`src/rtl/srp_pkg.sv`:
```
package srp_pkg;
  typedef enum logic [1:0] {
    ST_LOCKED = 2'd0,
    ST_START  = 2'd1,
    ST_SHIFT  = 2'd2
  } srp_state_e;
endpackage

```
`src/rtl/srp_line_sync.sv`:
```
module srp_line_sync #(
  parameter int STAGES = 2
) (
  input  logic clk,
  input  logic rst,
  input  logic line_in,
  output logic level,
  output logic rise,
  output logic fall
);
  logic [STAGES:0] chain;

  always_ff @(posedge clk) begin
    if (rst) chain <= '0;
    else     chain <= {chain[STAGES-1:0], line_in};
  end

  assign level = chain[STAGES-1];
  assign rise  = chain[STAGES-1] & ~chain[STAGES];
  assign fall  = ~chain[STAGES-1] & chain[STAGES];
endmodule

```
`src/rtl/srp_watchdog.sv`:
```
module srp_watchdog #(
  parameter int LIMIT = 100000
) (
  input  logic clk,
  input  logic rst,
  input  logic activity,
  output logic expire
);
  localparam int CW = $clog2(LIMIT + 1);
  logic [CW-1:0] idle_cnt;

  assign expire = !activity && (idle_cnt == CW'(LIMIT - 1));

  always_ff @(posedge clk) begin
    if (rst)                         idle_cnt <= '0;
    else if (activity)               idle_cnt <= '0;
    else if (idle_cnt != CW'(LIMIT)) idle_cnt <= idle_cnt + 1'b1;
  end

  p_single_expire_r6: assert property (@(posedge clk) disable iff (rst)
    expire |=> !expire);
endmodule

```
`src/rtl/srp_frame_core.sv`:
```
module srp_frame_core
  import srp_pkg::*;
#(
  parameter int   DATA_W      = 21,
  parameter int   ADDR_W      = 3,
  parameter int   UNLOCK_ONES = 5,
  parameter logic START_VAL   = 1'b0
) (
  input  logic              clk,
  input  logic              rst,
  input  logic              pwr_down,
  input  logic              wd_expire,
  input  logic              dat,
  input  logic              clk_rise,
  input  logic              clk_fall,
  output logic              wr_stb,
  output logic [DATA_W-1:0] wr_data,
  output logic [ADDR_W-1:0] wr_addr,
  output logic              err_stb
);
  localparam int FRAME_W = DATA_W + ADDR_W;
  localparam int CNT_W   = $clog2(FRAME_W + 2);
  localparam int ONES_W  = $clog2(UNLOCK_ONES + 1);

  srp_state_e         state;
  logic [ONES_W-1:0]  ones;
  logic [CNT_W-1:0]   bit_cnt;
  logic [FRAME_W-1:0] shreg;
  logic               fall_val;

  always_ff @(posedge clk) begin
    if (rst) begin
      state    <= ST_LOCKED;
      ones     <= '0;
      bit_cnt  <= '0;
      shreg    <= '0;
      fall_val <= 1'b0;
      wr_stb   <= 1'b0;
      err_stb  <= 1'b0;
      wr_data  <= '0;
      wr_addr  <= '0;
    end else begin
      wr_stb  <= 1'b0;
      err_stb <= 1'b0;
      if (pwr_down || wd_expire) begin
        state   <= ST_LOCKED;
        ones    <= '0;
        bit_cnt <= '0;
      end else begin
        if (clk_fall) fall_val <= dat;
        if (clk_rise) begin
          case (state)
            ST_LOCKED: begin
              if (dat) begin
                if (ones != ONES_W'(UNLOCK_ONES)) ones <= ones + 1'b1;
              end else begin
                if (ones == ONES_W'(UNLOCK_ONES)) state <= ST_START;
                ones <= '0;
              end
            end
            ST_START: begin
              if (fall_val == dat) begin
                err_stb <= 1'b1;
                state   <= ST_LOCKED;
              end else if (dat == START_VAL) begin
                state   <= ST_SHIFT;
                bit_cnt <= '0;
              end else begin
                state <= ST_LOCKED;
              end
            end
            ST_SHIFT: begin
              if (fall_val != dat) begin
                shreg <= {dat, shreg[FRAME_W-1:1]};
                if (bit_cnt != CNT_W'(FRAME_W + 1)) bit_cnt <= bit_cnt + 1'b1;
              end else if (dat) begin
                state <= ST_LOCKED;
                if (bit_cnt == CNT_W'(FRAME_W)) begin
                  wr_stb  <= 1'b1;
                  wr_data <= shreg[DATA_W-1:0];
                  wr_addr <= shreg[FRAME_W-1:DATA_W];
                end else begin
                  err_stb <= 1'b1;
                end
              end else begin
                err_stb <= 1'b1;
                state   <= ST_LOCKED;
              end
            end
            default: state <= ST_LOCKED;
          endcase
        end
      end
    end
  end

  p_stb_pulse_r3: assert property (@(posedge clk) disable iff (rst)
    wr_stb |=> !wr_stb);
  p_err_pulse_r4: assert property (@(posedge clk) disable iff (rst)
    err_stb |=> !err_stb);
  p_full_word_r5: assert property (@(posedge clk) disable iff (rst)
    wr_stb |-> $past(bit_cnt) == CNT_W'(FRAME_W));
  p_timeout_relock_r6: assert property (@(posedge clk) disable iff (rst)
    wd_expire |=> state == ST_LOCKED);
  p_load_relock_r7: assert property (@(posedge clk) disable iff (rst)
    wr_stb |-> state == ST_LOCKED);
  p_pd_quiet_r8: assert property (@(posedge clk) disable iff (rst)
    pwr_down |=> !wr_stb && !err_stb);
endmodule

```
`src/rtl/serial_reg_prog.sv`:
```
module serial_reg_prog #(
  parameter int   DATA_W      = 21,
  parameter int   ADDR_W      = 3,
  parameter int   UNLOCK_ONES = 5,
  parameter logic START_VAL   = 1'b0,
  parameter int   SYNC_STAGES = 2,
  parameter int   WDOG_CYCLES = 100000
) (
  input  logic              clk,
  input  logic              rst,
  input  logic              pwr_down,
  input  logic              ser_clk,
  input  logic              ser_dat,
  output logic              wr_stb,
  output logic [DATA_W-1:0] wr_data,
  output logic [ADDR_W-1:0] wr_addr,
  output logic              err_stb
);
  localparam int NLINES = 2;

  logic [NLINES-1:0] lines_in, lvl, rise, fall;
  logic              expire;

  assign lines_in = {ser_dat, ser_clk};

  for (genvar g = 0; g < NLINES; g++) begin : g_line
    srp_line_sync #(.STAGES(SYNC_STAGES)) u_sync (
      .clk(clk), .rst(rst), .line_in(lines_in[g]),
      .level(lvl[g]), .rise(rise[g]), .fall(fall[g])
    );
  end

  srp_watchdog #(.LIMIT(WDOG_CYCLES)) u_wdog (
    .clk(clk), .rst(rst), .activity(|(rise | fall)), .expire(expire)
  );

  srp_frame_core #(
    .DATA_W(DATA_W), .ADDR_W(ADDR_W),
    .UNLOCK_ONES(UNLOCK_ONES), .START_VAL(START_VAL)
  ) u_core (
    .clk(clk), .rst(rst), .pwr_down(pwr_down), .wd_expire(expire),
    .dat(lvl[1]), .clk_rise(rise[0]), .clk_fall(fall[0]),
    .wr_stb(wr_stb), .wr_data(wr_data), .wr_addr(wr_addr), .err_stb(err_stb)
  );
endmodule

```
`config.mk`:
```
export PLATFORM = sky130hd
export DESIGN_NAME = serial_reg_prog
export DESIGN_NICKNAME = d
export VERILOG_FILES = /design/src/rtl/srp_pkg.sv /design/src/rtl/srp_line_sync.sv /design/src/rtl/srp_watchdog.sv /design/src/rtl/srp_frame_core.sv /design/src/rtl/serial_reg_prog.sv
export SDC_FILE = /design/constraint.sdc
export NUM_CORES = 1
export LEC_CHECK = 0
export BUFFER_PORTS_ARGS = -buffer_cell sky130_fd_sc_hd__buf_2
export CAP_MARGIN = 0
export CORE_ASPECT_RATIO = 0.8
export CORE_MARGIN = 5
export CORE_UTILIZATION = 55
export CTS_CLUSTER_DIAMETER = 40
export DETAILED_ROUTE_END_ITERATION = 10
export PLACE_DENSITY_LB_ADDON = 0.1
export SYNTH_ARGS = -nofsm -noshare
export SYNTH_HDL_FRONTEND = slang
export SYNTH_SLANG_ARGS = --single-unit
```
`constraint.sdc`:
```
create_clock -name clk -period 3 [get_ports clk]
set_input_delay 0.6 -clock clk [delete_from_list [all_inputs] [get_ports clk]]
set_output_delay 0.6 -clock clk [all_outputs]
set_load 0.01 [all_outputs]
```
; ---- Word-level counts from Yosys, hierarchy flattened
; Cells that the tools add are included.
[totals]
register_bits = 84
latch_bits = 0
ram_bits = 0
rom_bits = 0
input_bits = 5
output_inout_bits = 26
word_cells = 81
memories = 0
[op_classes]
addsub = 3
mul = 0
div_mod_pow = 0
order_cmp = 0
eq_ne = 18
n_shift = 0
n_mux = 19
bitwise = 13
n_reduce_logical = 16
[ops]
columns = op, count
row1 = $mux W5, 4
row2 = $add A17 B1 Y17 const B, 1
row3 = $eq A17 B17 Y1 const B, 1
row4 = $ne A17 B17 Y1 const B, 1
row5 = $reduce_and A6 Y1, 2
row6 = $mux W2, 5
row7 = $pmux W5 S2, 1
row8 = $ne A2 B1 Y1 const B, 4
row9 = $ne A2 B2 Y1 const B, 4
row10 = $not A1 Y1, 8
row11 = $reduce_and A4 Y1, 2
row12 = $mux W3, 2
row13 = $pmux W2 S3, 1
row14 = $reduce_or A3 Y1, 2
row15 = $reduce_or A6 Y1, 1
row16 = $add A5 B1 Y5 const B, 1
row17 = $eq A5 B5 Y1 const B, 1
row18 = $mux W1, 5
row19 = $ne A5 B5 Y1 const B, 1
row20 = $and A1 B1 Y1, 4
row21 = $reduce_or A2 Y1, 2
row22 = $add A3 B1 Y3 const B, 1
row23 = $eq A3 B3 Y1 const B, 1
row24 = $ne A3 B3 Y1 const B, 1
row25 = other kinds (13), 13

; ---- Logic depth before layout (Yosys ltp)
[logic_depth]
ltp_word = 9
mapped_depth = 8
depth_no_buf = 6

; ---- Cells and area by module
; A second synthesis with hierarchy kept.
[unflattened]
hier_cells = 397
hier_area_um2 = 3508.4
[by_module_without_submodules]
columns = module, instances, cells_each, area_each_um2, seq_area_each_um2
row1 = srp_frame_core, 1, 278, 2483.6, 1221.2
row2 = srp_watchdog, 1, 102, 834.6, 340.3
row3 = srp_line_sync, 2, 8, 91.3, 60.1
row4 = serial_reg_prog, 1, 1, 7.5, 0.0

; ---- Least setup slack after synthesis
; Ideal clock, no wire load.
[synth_path]
path_kind = reg-to-reg
from = register u_wdog.idle_cnt[1]
to = register u_core.wr_addr[0]
setup_time_ps = 72
arrival_time_ps = 2213
t_required_ps = 2928
path_slack_ps = 716
path_stages_with_launch = 8
path_buffers = 2
period_less_slack_ps = 2284
path_cell_list = dfxtp_1 ha_1 nand4_2 or4b_2 buf_2 o2111ai_4 buf_8 mux2i_1
[synth_via]
elab_chain_cells = 5
[synth_rtl]
columns = item, line_no
row1 = "start, declared", srp_watchdog.sv:10  ; logic [CW-1:0] idle_cnt;
row2 = "start signal, assigned", srp_watchdog.sv:17  ; else if (idle_cnt != CW'(LIMIT)) idle_cnt <= idle_cnt + 1'b1;
row3 = $eq A17 B17 Y1, srp_watchdog.sv:12  ; assign expire = !activity && (idle_cnt == CW'(LIMIT - 1));
row4 = $logic_and A1 B1 Y1, srp_watchdog.sv:12
row5 = $logic_or A1 B1 Y1, srp_frame_core.sv:45  ; if (pwr_down || wd_expire) begin
row6 = $not A1 Y1 (no line), --
row7 = $reduce_and A6 Y1 (no line), --
row8 = "end signal, assigned", srp_frame_core.sv:81  ; wr_addr <= shreg[FRAME_W-1:DATA_W];
row9 = "end, declared", srp_frame_core.sv:18  ; output logic [ADDR_W-1:0] wr_addr,
; No other way between the ends.
; A chain may end at the register's enable or synchronous reset.

; ---- Worst setup path in the final report
[layout_path]
from = register u_wdog.idle_cnt[1]
to = register u_core.shreg[8]
[layout_via]
elab_chain_cells = 5
[layout_rtl]
columns = item, line_no
row1 = $eq A17 B17 Y1, srp_watchdog.sv:12
row2 = $logic_and A1 B1 Y1, srp_watchdog.sv:12
row3 = $logic_or A1 B1 Y1, srp_frame_core.sv:45
row4 = $not A1 Y1 (no line), --
row5 = $reduce_and A4 Y1 (no line), --
row6 = "end signal, assigned", srp_frame_core.sv:74  ; shreg <= {dat, shreg[FRAME_W-1:1]};
row7 = "end, declared", srp_frame_core.sv:28  ; logic [FRAME_W-1:0] shreg;
; No other way between the ends.

==> qor.csv <==
metric;value;unit
number of max-slew violations in the final report;0;
crit share post-route;0.823;
Total GRT Usage;0.165;
Distinct cells, synth;42;
Mapped Cells;372;
Util after Layout;0.626;
critical path endpoint category;flip-flop;
Starting Density;0.565;
power per standard cell area;488;nW/um^2
WP data arrival;2.73;ns
commonest cells in the synthesized netlist;84 x dfxtp_1, 57 x nand2_1, 51 x mux2i_1;
share of layout cells above drive strength 1;0.135;
DP Wirelength;4530;um
Post-route DRC;0;
Hold/Removal Path Class;flip-flop to flip-flop;
Max Freq;0.405;GHz
Post-Syn Area per Cell;9.68;sq um
Final Critical Period;2.47;ns
Setup Fix Bufs, Post-CTS;0;
PostCTS Resize Cnt;0;
mapped cell area;3600;sq um
via count;2592;
GRT met1 Usage;0.219;
RSZ-0062 raised after global routing;no;
sequential share of power;0.579;
global routing usage on met3;0.0479;
GRT busiest layer;met2;
Fin Setup TNS;0;ns
# rows;26;
clk_skew;0.00723;ns
maximum number of pins on one net before global-route repair;34;
number of global-route vias before repair;2391;
CTS max path bufs;2;
IO Port Bufs;30;
DRT Pass-1 Iters;4;
Clock Latency Late Sink;0.34;ns
max-cap violations;0;
total CTS buffers;9;
initial drt markers;104;
Area Overhead vs Synth;10.9;%
via density per instance;5.29;
biggest area consumer among synthesized cells;dfxtp_1;
root buf cell;clkbuf_8;
CTS clk-pin slew, worst paths;0.08;ns
Seq/Total Area, Yosys;0.467;
Synth top area share;0.467;
Finish-stage setup viols;0;
Sw Share;0.219;
first-pass GRT wire length;11000;um
dominant cells by area after synthesis;dfxtp_1 47%, mux2i_1 14%, nand2_1 5.9%, ha_1 4.5%, xnor2_1 2.4%;
Final Wtd Congestion;0.772;
TritonCTS clock tree;built;
EDFF count, synth;0;
asr flop ratio synth;0;
Main synth FF type;dfxtp_1;
clock group share of total power;0.395;
Critical Path Source Type;flip-flop;
critical path type;flip-flop to flip-flop;
maximum vdd drop;0.328;mV
initial antenna violation count;0;
hold buffers post-CTS;0;
Design Power;1.95;mW
LEAKAGE;1.79;nW
Routed WL per cell;13.0;um
yosys warns;0;
Die Width;100;um
Comb pwr share;0.026;
Die ar.;8280;sq um
WL final;6390;um
Final Hold Fails;0;
Sw Pwr;0.426;mW
status;finished clean;
most numerous cell in the Yosys netlist;dfxtp_1;
nets@finish;420;
worst slew pin tran;0.477;ns
I/O pin total;31;
Rel. slew slack;0.679;
Die Y;82.4;um
Seq cells post-synth;84;
CTS H-tree lvls;3;
Worst Path Max Fanout;21;
Core ar.;6380;sq um
Final ANT Viol Nets;0;
Internal Power;1.52;mW
total gr overflow;0;
n_diodes;0;
GRT met2 Usage;0.267;
post-synthesis net count;390;
Worst Path Required;3.27;ns
number of clock sinks;84;
==> state kept, by name, summed over array words and instances (netlist names) <==
name	count
u_core.shreg	24
u_core.wr_data	21
u_wdog.idle_cnt	17
g_line.u_sync.chain	6
u_core.bit_cnt	5
u_core.ones	3
u_core.wr_addr	3
u_core.state	2
u_core.err_stb	1
u_core.fall_val	1
u_core.wr_stb	1
==> stage by stage <==
stage               cells  setup slack [ns]  cell area (sq um)  hold WS (ns)
CTS                   490             0.510               3990         0.447
global placement      475             0.624               3800         0.420
detailed placement    475             0.526               3800         0.432
global route          490             0.356               3990         0.453
floorplan             372             0.716               3600         0.414
finish                490             0.532               3990         0.445
==> layout by cell type, fill, tap and decap left out, types with 2 or more instances in the layout <==
| master | instances |
|---|---|
| dfxtp_1 | 84 |
| buf_2 | 30 |
| nor3_1 | 6 |
| nand4bb_1 | 2 |
| ha_1 | 13 |
| xor2_1 | 6 |
| nor4b_1 | 2 |
| clkbuf_8 | 9 |
| a211oi_1 | 2 |
| o21ai_0 | 9 |
| a21oi_1 | 10 |
| nand2b_1 | 3 |
| nor4_1 | 7 |
| o2111ai_1 | 2 |
| nand2_1 | 57 |
| mux2i_1 | 51 |
| o211ai_1 | 2 |
| nand3_1 | 10 |
| clkinvlp_4 | 2 |
| or4_1 | 6 |
| o21a_1 | 2 |
| inv_1 | 19 |
| nand4_1 | 5 |
| buf_4 | 3 |
| nor2b_1 | 6 |
| and3_1 | 8 |
| nand3b_1 | 2 |
| or3_1 | 4 |
| xnor2_1 | 10 |
| nor2_1 | 18 |
==> critical path, stage by stage (launching register included) <==
cell	delay [ns]
dfxtp_1	0.40
ha_1	0.24
nand4_2	0.21
or4b_2	0.78
o21ai_2	0.17
buf_4	0.35
mux2i_1	0.24
==> kinds of logic after synthesis <==
group                      synth area share
buffers and inverters                0.0476
xor gates and xnor gates             0.0389
AOI/OAI and AO/OA                    0.0591
and+or+nand+nor                       0.200
muxes                                 0.142
DFF                                   0.467
adders and majority gates            0.0452
==> metal layers <==
| layer | part of all wire | wire length, um |
|---|---|---|
| met1 | 0.50 | 3160 |
| met4 | 0.0042 | 27 |
| met2 | 0.46 | 2960 |
| met5 | 0 | 0 |
| met3 | 0.038 | 241 |
==> final cells by class <==
cell class                 count  area, sq um
tap                           84          105
fill                         563         2380
clock buffer                  10          128
clock inverter                 5         62.6
inverter                      20         75.1
sequential                    84         1680
timing repair buffer          34          193
multi-input combinational    253         1750
==> path summary, 6_finish.rpt <==
path | startpoint | end | slack, ns | depth (start not counted)
worst max-delay path | u_wdog.idle_cnt[1]$_SDFFE_PP0P_ | u_core.shreg[8]$_SDFFE_PP0P_ | 0.53 | 6
worst min-delay path | g_line[1].u_sync.chain[0]$_SDFF_PP0_ | g_line[1].u_sync.chain[1]$_SDFF_PP0_ | 0.45 | 1
worst max register to register | u_wdog.idle_cnt[1]$_SDFFE_PP0P_ | u_core.shreg[8]$_SDFFE_PP0P_ | 0.53 | 6
worst min register to register | g_line[1].u_sync.chain[0]$_SDFF_PP0_ | g_line[1].u_sync.chain[1]$_SDFF_PP0_ | 0.45 | 1
==> power by group through the flow <==
stage	clock, mW	combinational, mW	sequential (mW)
2_1_floorplan	0	0.0387	1.15
6_report	0.769	0.0515	1.13
3_3_place_gp	0	0.0513	1.15
3_5_place_dp	0	0.0521	1.15
5_1_grt	0.853	0.0582	1.13
4_1_cts	0.796	0.0525	1.13
(Power assumes the default switching activity.)
